$ cat src/rtl/gpb_pkg.sv
`timescale 1ns/1ps
package gpb_pkg;
   // register kind lives in address bits [5:4]
   typedef enum logic [1:0] {
      RK_CFG = 2'd0,
      RK_OE  = 2'd1,
      RK_OUT = 2'd2,
      RK_IN  = 2'd3
   } reg_kind_e;

   localparam int KIND_LSB = 4;
   localparam int PSEL_LSB = 2;
   localparam int PSEL_W   = 2;
   localparam int MAP_BITS = 6'h3C;

   typedef struct packed {
      logic      hit;
      logic      masked;
      reg_kind_e kind;
      logic [PSEL_W-1:0] port;
   } dec_t;
endpackage

$ cat src/rtl/gpb_decode.sv
`timescale 1ns/1ps
module gpb_decode
   import gpb_pkg::*;
#(
   parameter int ADDR_W    = 12,
   parameter int PORTS     = 4,
   parameter int MASK_BASE = 'h800
) (
   input  logic [ADDR_W-1:0] addr,
   output dec_t              dec
);
   localparam int MASK_BIT = $clog2(MASK_BASE);
   localparam logic [ADDR_W-1:0] LEGAL = ADDR_W'(MASK_BASE) | ADDR_W'(MAP_BITS);

   logic outside;
   logic port_ok;

   always_comb begin
      dec.masked = addr[MASK_BIT];
      dec.kind   = reg_kind_e'(addr[KIND_LSB +: 2]);
      dec.port   = addr[PSEL_LSB +: PSEL_W];
      outside    = (addr & ~LEGAL) != '0;
      port_ok    = 32'(dec.port) < PORTS;
      dec.hit    = !outside && port_ok && !(dec.masked && dec.kind == RK_IN);
   end
endmodule

$ cat src/rtl/gpb_sync.sv
`timescale 1ns/1ps
module gpb_sync #(
   parameter int W      = 32,
   parameter int STAGES = 2
) (
   input  logic         clk,
   input  logic         rst,
   input  logic [W-1:0] d,
   output logic [W-1:0] q
);
   generate
      if (STAGES == 0) begin : g_pass
         assign q = d;
      end else begin : g_chain
         logic [W-1:0] st [STAGES];
         always_ff @(posedge clk) begin
            if (rst) begin
               for (int k = 0; k < STAGES; k++) st[k] <= '0;
            end else begin
               st[0] <= d;
               for (int k = 1; k < STAGES; k++) st[k] <= st[k-1];
            end
         end
         assign q = st[STAGES-1];
      end
   endgenerate
endmodule

$ cat src/rtl/gpb_port.sv
`timescale 1ns/1ps
module gpb_port
   import gpb_pkg::*;
#(
   parameter int PINS = 8
) (
   input  logic            clk,
   input  logic            rst,
   input  logic            wr_en,
   input  logic            masked,
   input  reg_kind_e       kind,
   input  logic [PINS-1:0] wval,
   input  logic [PINS-1:0] wmask,
   input  logic [PINS-1:0] sf_out,
   input  logic [PINS-1:0] sf_oe,
   output logic [PINS-1:0] cfg_q,
   output logic [PINS-1:0] oe_q,
   output logic [PINS-1:0] out_q,
   output logic [PINS-1:0] pad_out,
   output logic [PINS-1:0] pad_oe
);
   function automatic logic [PINS-1:0] f_next(input logic [PINS-1:0] old,
                                              input logic              msk_mode,
                                              input logic [PINS-1:0] val,
                                              input logic [PINS-1:0] en);
      return msk_mode ? ((old & ~en) | (val & en)) : val;
   endfunction

   always_ff @(posedge clk) begin
      if (rst) begin
         cfg_q <= '0;
         oe_q  <= '0;
         out_q <= '0;
      end else if (wr_en) begin
         case (kind)
            RK_CFG:  cfg_q <= f_next(cfg_q, masked, wval, wmask);
            RK_OE:   oe_q  <= f_next(oe_q,  masked, wval, wmask);
            RK_OUT:  out_q <= f_next(out_q, masked, wval, wmask);
            default: ;
         endcase
      end
   end

   generate
      for (genvar i = 0; i < PINS; i++) begin : g_pin
         assign pad_out[i] = cfg_q[i] ? out_q[i] : sf_out[i];
         assign pad_oe[i]  = cfg_q[i] ? oe_q[i]  : sf_oe[i];
      end
   endgenerate
endmodule

$ cat src/rtl/gpb_bank.sv
`timescale 1ns/1ps
module gpb_bank
   import gpb_pkg::*;
#(
   parameter int PORTS       = 4,
   parameter int PINS        = 8,
   parameter int ADDR_W      = 12,
   parameter int DATA_W      = 32,
   parameter int MASK_BASE   = 'h800,
   parameter int SYNC_STAGES = 2
) (
   input  logic                  clk,
   input  logic                  rst,
   input  logic [ADDR_W-1:0]     bus_addr,
   input  logic [DATA_W-1:0]     bus_wdata,
   input  logic                  bus_we,
   output logic [DATA_W-1:0]     bus_rdata,
   input  logic [PORTS*PINS-1:0] sf_out,
   input  logic [PORTS*PINS-1:0] sf_oe,
   input  logic [PORTS*PINS-1:0] pad_in,
   output logic [PORTS*PINS-1:0] pad_out,
   output logic [PORTS*PINS-1:0] pad_oe
);
   localparam int NPIN = PORTS * PINS;

   generate
      if (PINS * 2 > DATA_W) begin : g_chk_width
         $error("gpb_bank: data bus too narrow for value and enable halves");
      end
      if (PINS > 8 || PORTS < 1 || PORTS > 4) begin : g_chk_shape
         $error("gpb_bank: port layout does not fit the 4-byte stride map");
      end
      if ((MASK_BASE & (MASK_BASE - 1)) != 0 || MASK_BASE < 'h40 ||
          $clog2(MASK_BASE) >= ADDR_W) begin : g_chk_alias
         $error("gpb_bank: alias base must be a power of two above the map");
      end
   endgenerate

   dec_t            dec;
   logic            wr_ok;
   logic [NPIN-1:0] cfg_all;
   logic [NPIN-1:0] oe_all;
   logic [NPIN-1:0] out_all;
   logic [NPIN-1:0] in_all;
   logic [PINS-1:0] rsel;

   gpb_decode #(
      .ADDR_W(ADDR_W), .PORTS(PORTS), .MASK_BASE(MASK_BASE)
   ) u_dec (
      .addr(bus_addr),
      .dec (dec)
   );

   assign wr_ok = bus_we && dec.hit && dec.kind != RK_IN;

   generate
      for (genvar p = 0; p < PORTS; p++) begin : g_port
         gpb_port #(.PINS(PINS)) u_port (
            .clk    (clk),
            .rst    (rst),
            .wr_en  (wr_ok && 32'(dec.port) == p),
            .masked (dec.masked),
            .kind   (dec.kind),
            .wval   (bus_wdata[PINS-1:0]),
            .wmask  (bus_wdata[PINS +: PINS]),
            .sf_out (sf_out[p*PINS +: PINS]),
            .sf_oe  (sf_oe[p*PINS +: PINS]),
            .cfg_q  (cfg_all[p*PINS +: PINS]),
            .oe_q   (oe_all[p*PINS +: PINS]),
            .out_q  (out_all[p*PINS +: PINS]),
            .pad_out(pad_out[p*PINS +: PINS]),
            .pad_oe (pad_oe[p*PINS +: PINS])
         );
      end
   endgenerate

   gpb_sync #(.W(NPIN), .STAGES(SYNC_STAGES)) u_sync (
      .clk(clk),
      .rst(rst),
      .d  (pad_in),
      .q  (in_all)
   );

   always_comb begin
      rsel = '0;
      if (dec.hit) begin
         case (dec.kind)
            RK_CFG:  rsel = cfg_all[32'(dec.port)*PINS +: PINS];
            RK_OE:   rsel = oe_all[32'(dec.port)*PINS +: PINS];
            RK_OUT:  rsel = out_all[32'(dec.port)*PINS +: PINS];
            default: rsel = in_all[32'(dec.port)*PINS +: PINS];
         endcase
      end
      bus_rdata = {{(DATA_W-PINS){1'b0}}, rsel};
   end
endmodule

$ cat config.mk
export PLATFORM = sky130hd
export DESIGN_NAME = gpb_bank
export DESIGN_NICKNAME = d
export VERILOG_FILES = /design/src/rtl/gpb_pkg.sv /design/src/rtl/gpb_decode.sv /design/src/rtl/gpb_sync.sv /design/src/rtl/gpb_port.sv /design/src/rtl/gpb_bank.sv
export SDC_FILE = /design/constraint.sdc
export NUM_CORES = 1
export LEC_CHECK = 0
export BUFFER_PORTS_ARGS = -buffer_cell sky130_fd_sc_hd__buf_2
export CELL_PAD_IN_SITES_DETAIL_PLACEMENT = 0
export CELL_PAD_IN_SITES_GLOBAL_PLACEMENT = 2
export CORE_MARGIN = 4
export CORE_UTILIZATION = 35
export DETAILED_ROUTE_END_ITERATION = 10
export PLACE_DENSITY_LB_ADDON = 0.1
export SETUP_SLACK_MARGIN = 0.2
export SLEW_MARGIN = 25
export SYNTH_ARGS = -nofsm -noshare
export SYNTH_HDL_FRONTEND = slang
export SYNTH_HIERARCHICAL = 1
export SYNTH_SLANG_ARGS = --single-unit
$ cat constraint.sdc
create_clock -name clk -period 3.2 [get_ports clk]
set_input_delay 0.64 -clock clk [delete_from_list [all_inputs] [get_ports clk]]
set_output_delay 0.64 -clock clk [all_outputs]
set_load 0.03 [all_outputs]
=== After elaboration in Yosys (flattened, before gate mapping) ===
Memory sizes are Yosys's and may differ from the RTL's.
Index checks and enable logic that the tools add are counted.
Widths: inputs -> output; s select.

* Register bits after elaboration: 96
* Bits in writable memories: 64
* Bits of input ports: 143
* Output and inout port bits: 96
* Word-level logic and storage cells: 160
* Memories kept: 1

{| class="wikitable"
|+ Memory list
! name !! depth !! width !! rd ports !! clocked after Yosys merged registers in !! write ports !! line !! RTL
|-
| u_sync.g_chain.st || 2 || 32 || 2 || 0 || 2 || gpb_sync.sv:15 || <nowiki>logic [W-1:0] st [STAGES];</nowiki>
|}

* Equal/unequal tests: 7
* Shift-type cells: 4
* Multiplexer cells: 83
* Bitwise logic cells: 28
* Reduce and logical (&&, ||, !) cells: 25

{| class="wikitable"
|+ Operator list
! cell !! number
|-
| $shiftx 32x6->8 || 4
|-
| $and 8x8->8 || 13
|-
| $mux 8 || 13
|-
| $or 8x8->8 || 12
|-
| $mux 1 || 67
|-
| $mux 32 || 2
|-
| $pmux 8 s3 || 1
|-
| $reduce_and 2->1 || 12
|-
| $reduce_bool 12->1 || 1
|-
| $eq 2x2->1 const B || 4
|-
| $logic_and 1x1->1 || 8
|-
| $not 8->8 || 1
|-
| $eq 2x1->1 const B || 2
|-
| $logic_not 2->1 || 2
|-
| $logic_not 1->1 || 2
|-
| $ne 2x2->1 const B || 1
|-
| $or 1x1->1 || 2
|}

=== Logic depth before layout (Yosys ltp) ===
Gate-level depths: netlist of the first run.

* Depth in word-level cells: 8
* Gate-level depth with buffers: 11

=== Modules after synthesis ===
Netlist of the first run, hierarchy kept.

{| class="wikitable"
|+ By module, submodules not included
! module !! instances !! cells an instance !! area each (um^2)
|-
| gpb_port || 4 || 136 || 1303.8
|-
| gpb_sync || 1 || 167 || 2158.3
|-
| gpb_bank || 1 || 122 || 1365.1
|-
| gpb_decode || 1 || 9 || 60.1
|}

=== Worst setup path after synthesis of the first run ===
OpenSTA, ideal clock, no wires.

* Kind: input -> output
* Start: input bus_addr[4]
* End: output bus_rdata[6]
* Arrival: 2.305 ns
* Data required time: 2.560 ns
* Setup slack: 0.255 ns
* Stages: 7
* Path buffers: 4
* Cell sequence: buf_4 -> buf_6 -> buf_12 -> buf_12 -> mux2_2 -> o221ai_1 -> a211oi_1

* Cells in the longest elaborated chain, start to end: 5
* Elaborated cells between the ends (all ways): 9
* Classes of those cells: eq/ne (3); mux (2); reduce/logical (4)

{| class="wikitable"
|+ Ends and longest elaborated chain
! element !! line !! RTL
|-
| from (decl) || gpb_bank.sv:14 || <nowiki>input logic [ADDR_W-1:0] bus_addr,</nowiki>
|-
| $eq 2x2->1 || gpb_decode.sv:24 || <nowiki>dec.hit = !outside && port_ok && !(dec.masked && dec.kind == RK_IN);</nowiki>
|-
| $logic_and 1x1->1 || gpb_decode.sv:24 ||
|-
| $logic_not 1->1 || gpb_decode.sv:24 ||
|-
| $logic_and 1x1->1 || gpb_decode.sv:24 ||
|-
| $mux 8 (*) || gpb_bank.sv:86 || <nowiki>if (dec.hit) begin</nowiki>
|-
| to (decl) || gpb_bank.sv:17 || <nowiki>output logic [DATA_W-1:0] bus_rdata,</nowiki>
|}

Mark *: on every way between the ends. The rest lies on a longest branch, timed or not.

=== Final worst setup path of the first run ===
* Start: input bus_addr[4]
* End: output bus_rdata[5]

The elaborated chain is that of the path after synthesis.

==> results.cfg, run 1 <==
[sta]
fmax_mhz = 339.0
period_share_pct = 92.20
setup_viol = 0
final.setup_skew_ns = 0.004534
slew_viol_final = 0
hold_violations = 0
layout_setup_ws_ns = 0.2497
rsz0062_at_grt = false
fin_tns_setup_ns = 0
period_minus_slack_ns = 2.950

[cells_and_area]
antenna_cells = 0
areaGrowthSynthToFinish_pct = 18.40
seq_area_sq_um = 3203
multi_input_area_sq_um = 4903
final_cell_area_sq_um = 10420
layout-drive-gt1-share_pct = 40.78
n_fill_cell = 2499
final_nets = 1150
layout.cells.non_filler = 1344
final_util_pct = 42.46

[worst_hold_path]
whs_path_depth = 2
whs_endpoint = u_sync/g_chain.st[0][12]
hold_path_class = primary input to register
hold_start = pad_in[12]

[synth]
synth-edff-count = 0
syn_avg_cell_area_sq_um = 10.45
synth_area_sq_um = 8798
ys_seq_elements = 160
yosys.area.top_type = dfxtp_1
yosys_warnings = 6
synth_seq_area_share_pct = 36.41
synthCells = 842
synth_top_cell_area_share_pct = 36.41
ys.flop_type = dfxtp_1
ys_types = 29
yosys-top-cells-area = dfxtp_1 (36%), mux2i_1 (12%), nand2b_1 (11%)
async_reset_ff_share_pct = 0

[floorplan]
fp.coreArea_sq_um = 24530
chipWidth_microns = 166.6
die_h_microns = 166.6
floorplan.die_area_sq_um = 27740
fp-row-count = 57
start_util_pct = 35.86
io_pins = 239

[drt]
num_vias = 6273
firstDrtPassIters = 4
first_iter_violations = 287
routedWlPerCell_microns = 18.59
drc = 0
postRouteAntennaNets = 0
viasPerCell = 4.667
totalWireLength_mm = 24.98

[critical_path]
reg2reg_slack_ns = 2.48
start_kind = primary input
crit_fanout = 19
required_ns = 2.56
rr_worst_depth = 2
worstSetupEndpointType = output pin
path_class = primary input to output pin
worst_ep_arrival_time_ns = 2.31

[flow_run]
cap_violations = 0

[clock_network]
numCtsBuffers = 17
clk_pin_slew_worst_paths_ns = 0.06
cts_root_buf = clkbuf_16
cts.sinks = 160
cts-htree-levels = 4
cts_post_setup_buffers_inserted = 0
cts_tree = built
clock_tree.buffer_depth = 2
worstSkewPairLatency_ns = 0.42

[power]
p_leak_nw = 4.770
vdd_drop_max_v = 0.0003036
power.density_nw_per_um2 = 466.3

[placed_design]
dpl.hpwl_mm = 18.28
numPortBuffers = 198
pre_cts_ws_ns = 0.1273
dp_cells = 1312
place_congestion = 0.7616
placed_cell_area_sq_um = 9761

[global_routing]
grt_max_degree = 81
grt_pass1_wl_mm = 37.56
grt_pass1_vias = 6415
gr-usage-all-layers_pct = 17.65
grt_overflow = 0
antenna_found_initial = 0

[run_status]
status = finished, final reports clean
-- cell type report --
class,count,share of cell area [%]
tap,324,3.891
multi-input combinational,601,47.07
clock buffer,20,4.192
sequential,160,30.75
clock inverter,12,2.006
inverter,2,0.07206
timing repair buffer,225,12.02
-- synth_stat cells (all sizes together) (2+ instances only) --
library cell / instances
buf: 86
nor2: 9
and3b: 8
clkbuf: 16
nand2b: 161
nor2b: 64
dfxtp: 160
a211oi: 8
nand3: 2
inv: 2
mux4: 24
nand2: 97
nor3b: 4
nor3: 4
mux2: 80
mux2i: 104
o221ai: 8
-- power by group --
group | total, mW | switching [mW] | internal (mW) | leakage (nW)
Sequential | 2.04 | 0.00813 | 2.03 | 1.30
Combinational | 0.560 | 0.334 | 0.226 | 3.16
Clock | 2.26 | 0.866 | 1.39 | 0.305
Total | 4.86 | 1.21 | 3.65 | 4.77
-- critical path, cell delays in order --
cell and delay (ns):
buf_4 0.19, buf_12 0.21, mux4_2 0.54, mux2i_1 0.36, a211oi_1 0.14, buf_2 0.20
-- per-layer routing --
metal  routed length, microns  track usage [%]  vias to the layer above
met3                     1141            3.721                       14
met5                        0                0                        -
li1                         -                -                     3105
met4                      245            3.771                        0
met1                    11690            23.92                     2987
met2                    11910            29.23                      167
-- logic make-up after synthesis --
| kind of cell | synth area share [%] |
|---|---|
| and+or+nand+nor | 24.53 |
| muxes | 28.60 |
| DFF | 36.40 |
| buffers and inverters | 8.945 |
| AOI/OAI and AO/OA | 1.479 |
| other | 0.04262 |
-- per-stage QoR --
stage | hold slack [ns] | power [mW]
after floorplan | 0.4138 | 2.504
after global placement | 0.4209 | 2.650
after detailed placement | 0.4233 | 2.648
after CTS | 0.4030 | 4.925
after global routing | 0.4084 | 5.030
final | 0.4258 | 4.857
-- cells in the final DEF (no fill, tap or decap), types with 3 or more instances in the layout --
| master | netlist | final |
|---|---|---|
| buf_2 | 2 | 196 |
| mux2_2 | 80 | 80 |
| buf_4 | 70 | 24 |
| a211oi_1 | 8 | 8 |
| o221ai_1 | 8 | 8 |
| nand2_1 | 97 | 97 |
| nand2b_1 | 161 | 161 |
| buf_12 | 2 | 4 |
| nor3_1 | 4 | 4 |
| dfxtp_1 | 160 | 160 |
| mux4_1 | 9 | 9 |
| mux4_2 | 15 | 15 |
| clkbuf_16 | 0 | 17 |
| nor2_1 | 9 | 9 |
| bufinv_16 | 0 | 5 |
| clkinv_4 | 0 | 4 |
| nor3b_4 | 4 | 4 |
| clkbuf_1 | 15 | 3 |
| nor2b_2 | 60 | 60 |
| mux2i_1 | 104 | 102 |
| nor2b_1 | 4 | 4 |
| and3b_1 | 8 | 8 |
| conb_1 | 1 | 24 |
-- what timing repair did --
item | CTS | global route
hold buffers | 0 | 0
endpoints found under the setup margin | 4 | 1
resized for setup | 3 | 1
-- worst max-delay path by stage --
stage / from / endpoint / slack, ns / depth (start not counted)
6_report: bus_addr[4] / bus_rdata[5] / 0.25 / 6
5_1_grt: bus_addr[3] / bus_rdata[0] / 0.22 / 5
4_1_cts: bus_addr[1] / bus_rdata[6] / 0.25 / 6
3_5_place_dp: bus_addr[1] / bus_rdata[6] / 0.13 / 6
3_3_place_gp: bus_addr[1] / bus_rdata[6] / 0.13 / 6
2_1_floorplan: bus_addr[4] / bus_rdata[6] / 0.26 / 7
Note: power is estimated with default switching activity, not from simulation.
==> run 2: changes to the inputs <==
--- a/config.mk
+++ b/config.mk
@@ -12,6 +12,7 @@
 export CORE_UTILIZATION = 35
 export DETAILED_ROUTE_END_ITERATION = 10
 export PLACE_DENSITY_LB_ADDON = 0.1
+export REMOVE_ABC_BUFFERS = 1
 export SETUP_SLACK_MARGIN = 0.2
 export SLEW_MARGIN = 25
 export SYNTH_ARGS = -nofsm -noshare
==> run 2 against run 1 <==
Against the previous run:
- non-clock buffer count rose by 3
- core utilization barely moved
- total power rose by 0.29%
- largest power group unchanged
- clock skew barely moved
- flip-flop and latch count did not move
- count of clock-buffer cells in the layout fell by 1
- sequential share of layout area barely moved
==> results.cfg, run 2 (synthesis gave the netlist of run 1 again) <==
[drt]
firstDrtPassIters = 4
routedWlPerCell_microns = 17.68
num_vias = 6158
postRouteAntennaNets = 0
first_iter_violations = 274
viasPerCell = 4.575
totalWireLength_mm = 23.80
drc = 0

[critical_path]
worstSetupEndpoint = bus_rdata[3]
path_cells = buf_2 -> buf_4 -> mux4_2 -> mux2i_1 -> a211oi_1 -> buf_2
max_stage_delay_ns = 0.52
crit_fanout = 10
slowest_stage = mux4_2
rr_worst_depth = 2
path_depth = 6
start_kind = primary input
critPathBufInv = 3
required_ns = 2.56
worst_ep_arrival_time_ns = 2.29
worstSetupEndpointType = output pin
path_class = primary input to output pin
critPathLaunch = bus_addr[4]
reg2reg_slack_ns = 2.48
cpLargestDelayFamily = multiplexers
crit_top_cell = buf_2

[placed_design]
placed_cell_area_sq_um = 9758
numPortBuffers = 198
place_congestion = 0.7400
dp_cells = 1315
dpl.hpwl_mm = 17.40

[clock_network]
cts_root_buf = clkbuf_16
cts_tree = built
clk_pin_slew_worst_paths_ns = 0.07
numCtsBuffers = 17
ctsResizeCount = 0
cts.sinks = 160
worstSkewPairLatency_ns = 0.42
clock_tree.buffer_depth = 2
postCtsHoldBufs = 0
cts_post_setup_buffers_inserted = 0
cts-htree-levels = 4

[sta]
rsz0062_at_grt = false
fmax_mhz = 341.0
fin_tns_setup_ns = 0
period_minus_slack_ns = 2.932
final.setup_skew_ns = 0.004909
period_share_pct = 91.63
hold_violations = 0
setup_viol = 0
tightest_slew_ns = 0.6403
relSlewSlack_pct = 57.31
slew_viol_final = 0

[power]
vdd_drop_max_v = 0.0002464
p_leak_nw = 4.802
power.density_nw_per_um2 = 467.7

[floorplan]
floorplan.die_area_sq_um = 27740
fp.coreArea_sq_um = 24530
start_util_pct = 35.86
chipWidth_microns = 166.6
die_h_microns = 166.6
fp-row-count = 57
io_pins = 239

[flow_run]
cap_violations = 0

[cells_and_area]
final_common_cell = buf_2
layout.cells.non_filler = 1346
final_cell_mix = buf_2 (196), nand2b_1 (161), dfxtp_1 (160), mux2i_1 (104), nand2_1 (97)
layout-drive-gt1-share_pct = 40.90
antenna_cells = 0
final_nets = 1153
areaGrowthSynthToFinish_pct = 18.39
final_cell_area_sq_um = 10420
n_fill_cell = 2447
final_util_pct = 42.46

[global_routing]
grt_pass1_wl_mm = 37.31
grt_pass1_vias = 6297
grt_max_degree = 85
antenna_found_initial = 0
gr-usage-all-layers_pct = 17.23
grt_overflow = 0

[worst_hold_path]
hold_path_class = primary input to register

[run_status]
status = finished, final reports clean
[run 2: changes by cell type in the layout (fill, tap and decap cells not counted), sizes merged]
cell	change
inv	+2
clkinv	-1
buf	+2
clkinvlp	-1
[run 2: layer usage]
metal	track usage (%)	vias to the layer above	wire, microns
li1	-	3110	-
met1	24.28	2876	11370
met2	27.69	158	10950
met3	3.247	14	1282
met4	3.735	0	191
met5	0	-	0
[run 2: report_power, final]
part           total [mW]  switching [mW]  internal, mW  leakage (nW)
clock                2.28           0.855          1.43         0.320
combinational       0.551           0.329         0.223          3.18
sequential           2.04         0.00748          2.03          1.30
[run 2: area by class of cell]
class | count | area, sq um | area share, %
sequential | 160 | 3203 | 30.75
clock buffer | 19 | 452.9 | 4.348
tap | 324 | 405.4 | 3.892
timing repair buffer | 228 | 1250 | 12.00
multi-input combinational | 601 | 4895 | 46.99
inverter | 2 | 7.507 | 0.07207
clock inverter | 12 | 202.7 | 1.946
[run 2: worst min path at each step]
stage                        startpoint                  endpoint  cells past startpoint
6_report                     pad_in[20]  u_sync/g_chain.st[0][20]                      2
4_1_cts                       pad_in[8]   u_sync/g_chain.st[0][8]                      2
3_3_place_gp   u_sync/g_chain.st[0][23]  u_sync/g_chain.st[0][55]                      1
3_5_place_dp    u_sync/g_chain.st[0][8]  u_sync/g_chain.st[0][40]                      1
2_1_floorplan  u_sync/g_chain.st[0][29]  u_sync/g_chain.st[0][61]                      1
5_1_grt                       pad_in[5]   u_sync/g_chain.st[0][5]                      2
[run 2: per-stage QoR]
stage / worst slack, ns / power, mW / hold WS (ns)
finish: 0.2677 / 4.871 / 0.4189
global route: 0.2279 / 5.075 / 0.4015
CTS: 0.2142 / 4.949 / 0.3970
detailed placement: 0.2143 / 2.638 / 0.4208
global placement: 0.1985 / 2.639 / 0.4211
floorplan: 0.4667 / 2.380 / 0.4138
[run 2: worst register-to-register path, cell delays in order (launching register included)]
cell      delay, ns
dfxtp_1        0.43
nand2b_1       0.08
mux2i_1        0.14
==> run 3: changes to the inputs <==
--- a/config.mk
+++ b/config.mk
@@ -5,11 +5,13 @@
 export SDC_FILE = /design/constraint.sdc
 export NUM_CORES = 1
 export LEC_CHECK = 0
+export ABC_AREA = 1
 export BUFFER_PORTS_ARGS = -buffer_cell sky130_fd_sc_hd__buf_2
 export CELL_PAD_IN_SITES_DETAIL_PLACEMENT = 0
 export CELL_PAD_IN_SITES_GLOBAL_PLACEMENT = 2
 export CORE_MARGIN = 4
-export CORE_UTILIZATION = 35
+export CORE_UTILIZATION = 30
+export CTS_BUF_LIST = sky130_fd_sc_hd__clkbuf_16
 export DETAILED_ROUTE_END_ITERATION = 10
 export PLACE_DENSITY_LB_ADDON = 0.1
 export REMOVE_ABC_BUFFERS = 1
==> run 3 against run 2 <==
Against the previous run:
- design area grew 5.3%
- largest power group unchanged
- sequential share of layout area shrank 1.5 points
- area after synthesis grew 8.1%
==> results.cfg, run 3 <==
[synth]
yosysMostFrequentCell = nand2_1
yosys_warnings = 6
synthCells = 1551
ys_seq_elements = 160
synth_common_cells = nand2_1 (490), inv_1 (262), nor2_1 (205)
ys_types = 20
synth-edff-count = 0
yosys.area.top_type = dfxtp_1
ys.flop_type = dfxtp_1
synth_area_sq_um = 9515
syn_avg_cell_area_sq_um = 6.135
synth_top_cell_area_share_pct = 33.66
yosys-top-cells-area = dfxtp_1 (34%), nand2_1 (19%), inv_1 (10%)
async_reset_ff_share_pct = 0
synth_seq_area_share_pct = 33.66

[drt]
firstDrtPassIters = 5
postRouteAntennaNets = 0
drc = 0
totalWireLength_mm = 32.13
viasPerCell = 4.336
first_iter_violations = 485
num_vias = 9150
routedWlPerCell_microns = 15.23

[sta]
fin_tns_setup_ns = 0
hold_violations = 0
rsz0062_at_grt = false
period_share_pct = 90.57
layout_setup_ws_ns = 0.3017
final.setup_skew_ns = 0.005384
tightest_slew_ns = 0.8613
period_minus_slack_ns = 2.898
setup_viol = 0
fmax_mhz = 345.0
slew_viol_final = 0
relSlewSlack_pct = 42.52

[floorplan]
fp-row-count = 64
die_h_microns = 186.1
floorplan.die_area_sq_um = 34630
chipWidth_microns = 186.1
fp.coreArea_sq_um = 30910
io_pins = 239
start_util_pct = 30.78

[power]
p_leak_nw = 5.668
power.density_nw_per_um2 = 434.0
power_mw = 4.758
vdd_drop_max_v = 0.0003193
sw_frac_of_total_pct = 31.40
power_switching_mw = 1.494
power_frac_seq_pct = 42.8
comb_power_share_pct = 13.7
intPower_mw = 3.264
p_clk_share_pct = 43.6

[cells_and_area]
final_common_cell = nand2_1
final_cell_area_sq_um = 10960
antenna_cells = 0
layout.cells.non_filler = 2110
areaGrowthSynthToFinish_pct = 15.23
layout-drive-gt1-share_pct = 18.44
seq_area_sq_um = 3203
final_nets = 1844
n_fill_cell = 3546
final_cell_mix = nand2_1 (490), inv_1 (263), nor2_1 (205), buf_2 (198), dfxtp_1 (160)
multi_input_area_sq_um = 4487

[placed_design]
place_congestion = 0.7960
pre_cts_ws_ns = 0.2825
dpl.hpwl_mm = 23.65
dp_cells = 2078
placed_cell_area_sq_um = 10380
numPortBuffers = 198

[worst_hold_path]
whs_path_depth = 2
whs_endpoint = u_sync/g_chain.st[0][55]
hold_path_class = register to register
hold_start = u_sync/g_chain.st[0][23]

[flow_run]
cap_violations = 0

[global_routing]
antenna_found_initial = 0
grt_max_degree = 45
gr-usage-all-layers_pct = 18.43
grt_pass1_vias = 8446
grt_overflow = 0
grt_pass1_wl_mm = 48.26

[critical_path]
reg2reg_slack_ns = 2.28
path_class = primary input to output pin
start_kind = primary input
crit_fanout = 15
required_ns = 2.56
worstSetupEndpointType = output pin
worst_ep_arrival_time_ns = 2.26
rr_worst_depth = 4

[clock_network]
cts_tree = built
numCtsBuffers = 17
postCtsHoldBufs = 0
cts-htree-levels = 4
cts.sinks = 160
clock_tree.buffer_depth = 2
clk_pin_slew_worst_paths_ns = 0.07
cts_root_buf = clkbuf_16
cts_post_setup_buffers_inserted = 0
worstSkewPairLatency_ns = 0.42

[run_status]
status = finished, final reports clean
[run 3: power groups by stage]
| stage | combinational [mW] | sequential [mW] | clock, mW |
|---|---|---|---|
| floorplan | 0.361 | 2.08 | 0 |
| global placement | 0.656 | 2.08 | 0 |
| detailed placement | 0.655 | 2.08 | 0 |
| CTS | 0.656 | 2.04 | 2.15 |
| global route | 0.718 | 2.04 | 2.21 |
| finish | 0.651 | 2.04 | 2.07 |
[run 3: cells by family after synthesis]
family          synth area share, %
other cells                 0.03941
simple gates                  42.68
compound gates                3.366
flops                         33.66
buf+inv                       20.25
[run 3: worst max-delay path by stage]
stage,startpoint,to,slack [ns],depth (start not counted)
after floorplan,bus_addr[0],register,0.04,12
after global placement,bus_addr[5],bus_rdata[3],0.29,10
after detailed placement,bus_addr[4],register,0.28,13
after CTS,bus_addr[4],bus_rdata[3],0.29,10
after global routing,bus_addr[4],bus_rdata[6],0.21,11
final,bus_addr[5],bus_rdata[3],0.30,10
[run 3: critical path: stages]
cell     delay, ns
buf_2         0.18
buf_4         0.22
nor2_8        0.32
nand2_1       0.09
nand2_1       0.14
inv_1         0.07
nand3_1       0.07
nand2_1       0.10
nor2_1        0.19
buf_2         0.23
[run 3: cell type report]
| cell class | instances | share of cell area (%) |
|---|---|---|
| inverter | 265 | 9.129 |
| multi-input combinational | 1034 | 40.92 |
| tap | 396 | 4.519 |
| clock buffer | 17 | 3.880 |
| sequential | 160 | 29.21 |
| timing repair buffer | 223 | 10.86 |
| clock inverter | 15 | 1.472 |
[run 3: per-layer routing]
metal / GRT usage, % / routed length [microns] / up-vias
met1: 26.47 / 15760 / 3976
met4: 4.488 / 443 / 0
met3: 2.345 / 1712 / 19
met2: 29.44 / 14220 / 276
li1: - / - / 4879
met5: 0 / 0 / -
[run 3: timing repair]
action / in CTS / in global routing
endpoints found under the setup margin: 0 / 1
resized for setup: 0 / 1
hold endpoints to repair: 0 / 0
[run 3: stage by stage]
step	hold WS [ns]	util, %
2_1_floorplan	0.3883	-
3_3_place_gp	0.3920	33.57
4_1_cts	0.3835	35.47
3_5_place_dp	0.3916	33.57
6_report	0.4010	35.47
5_1_grt	0.3860	35.47
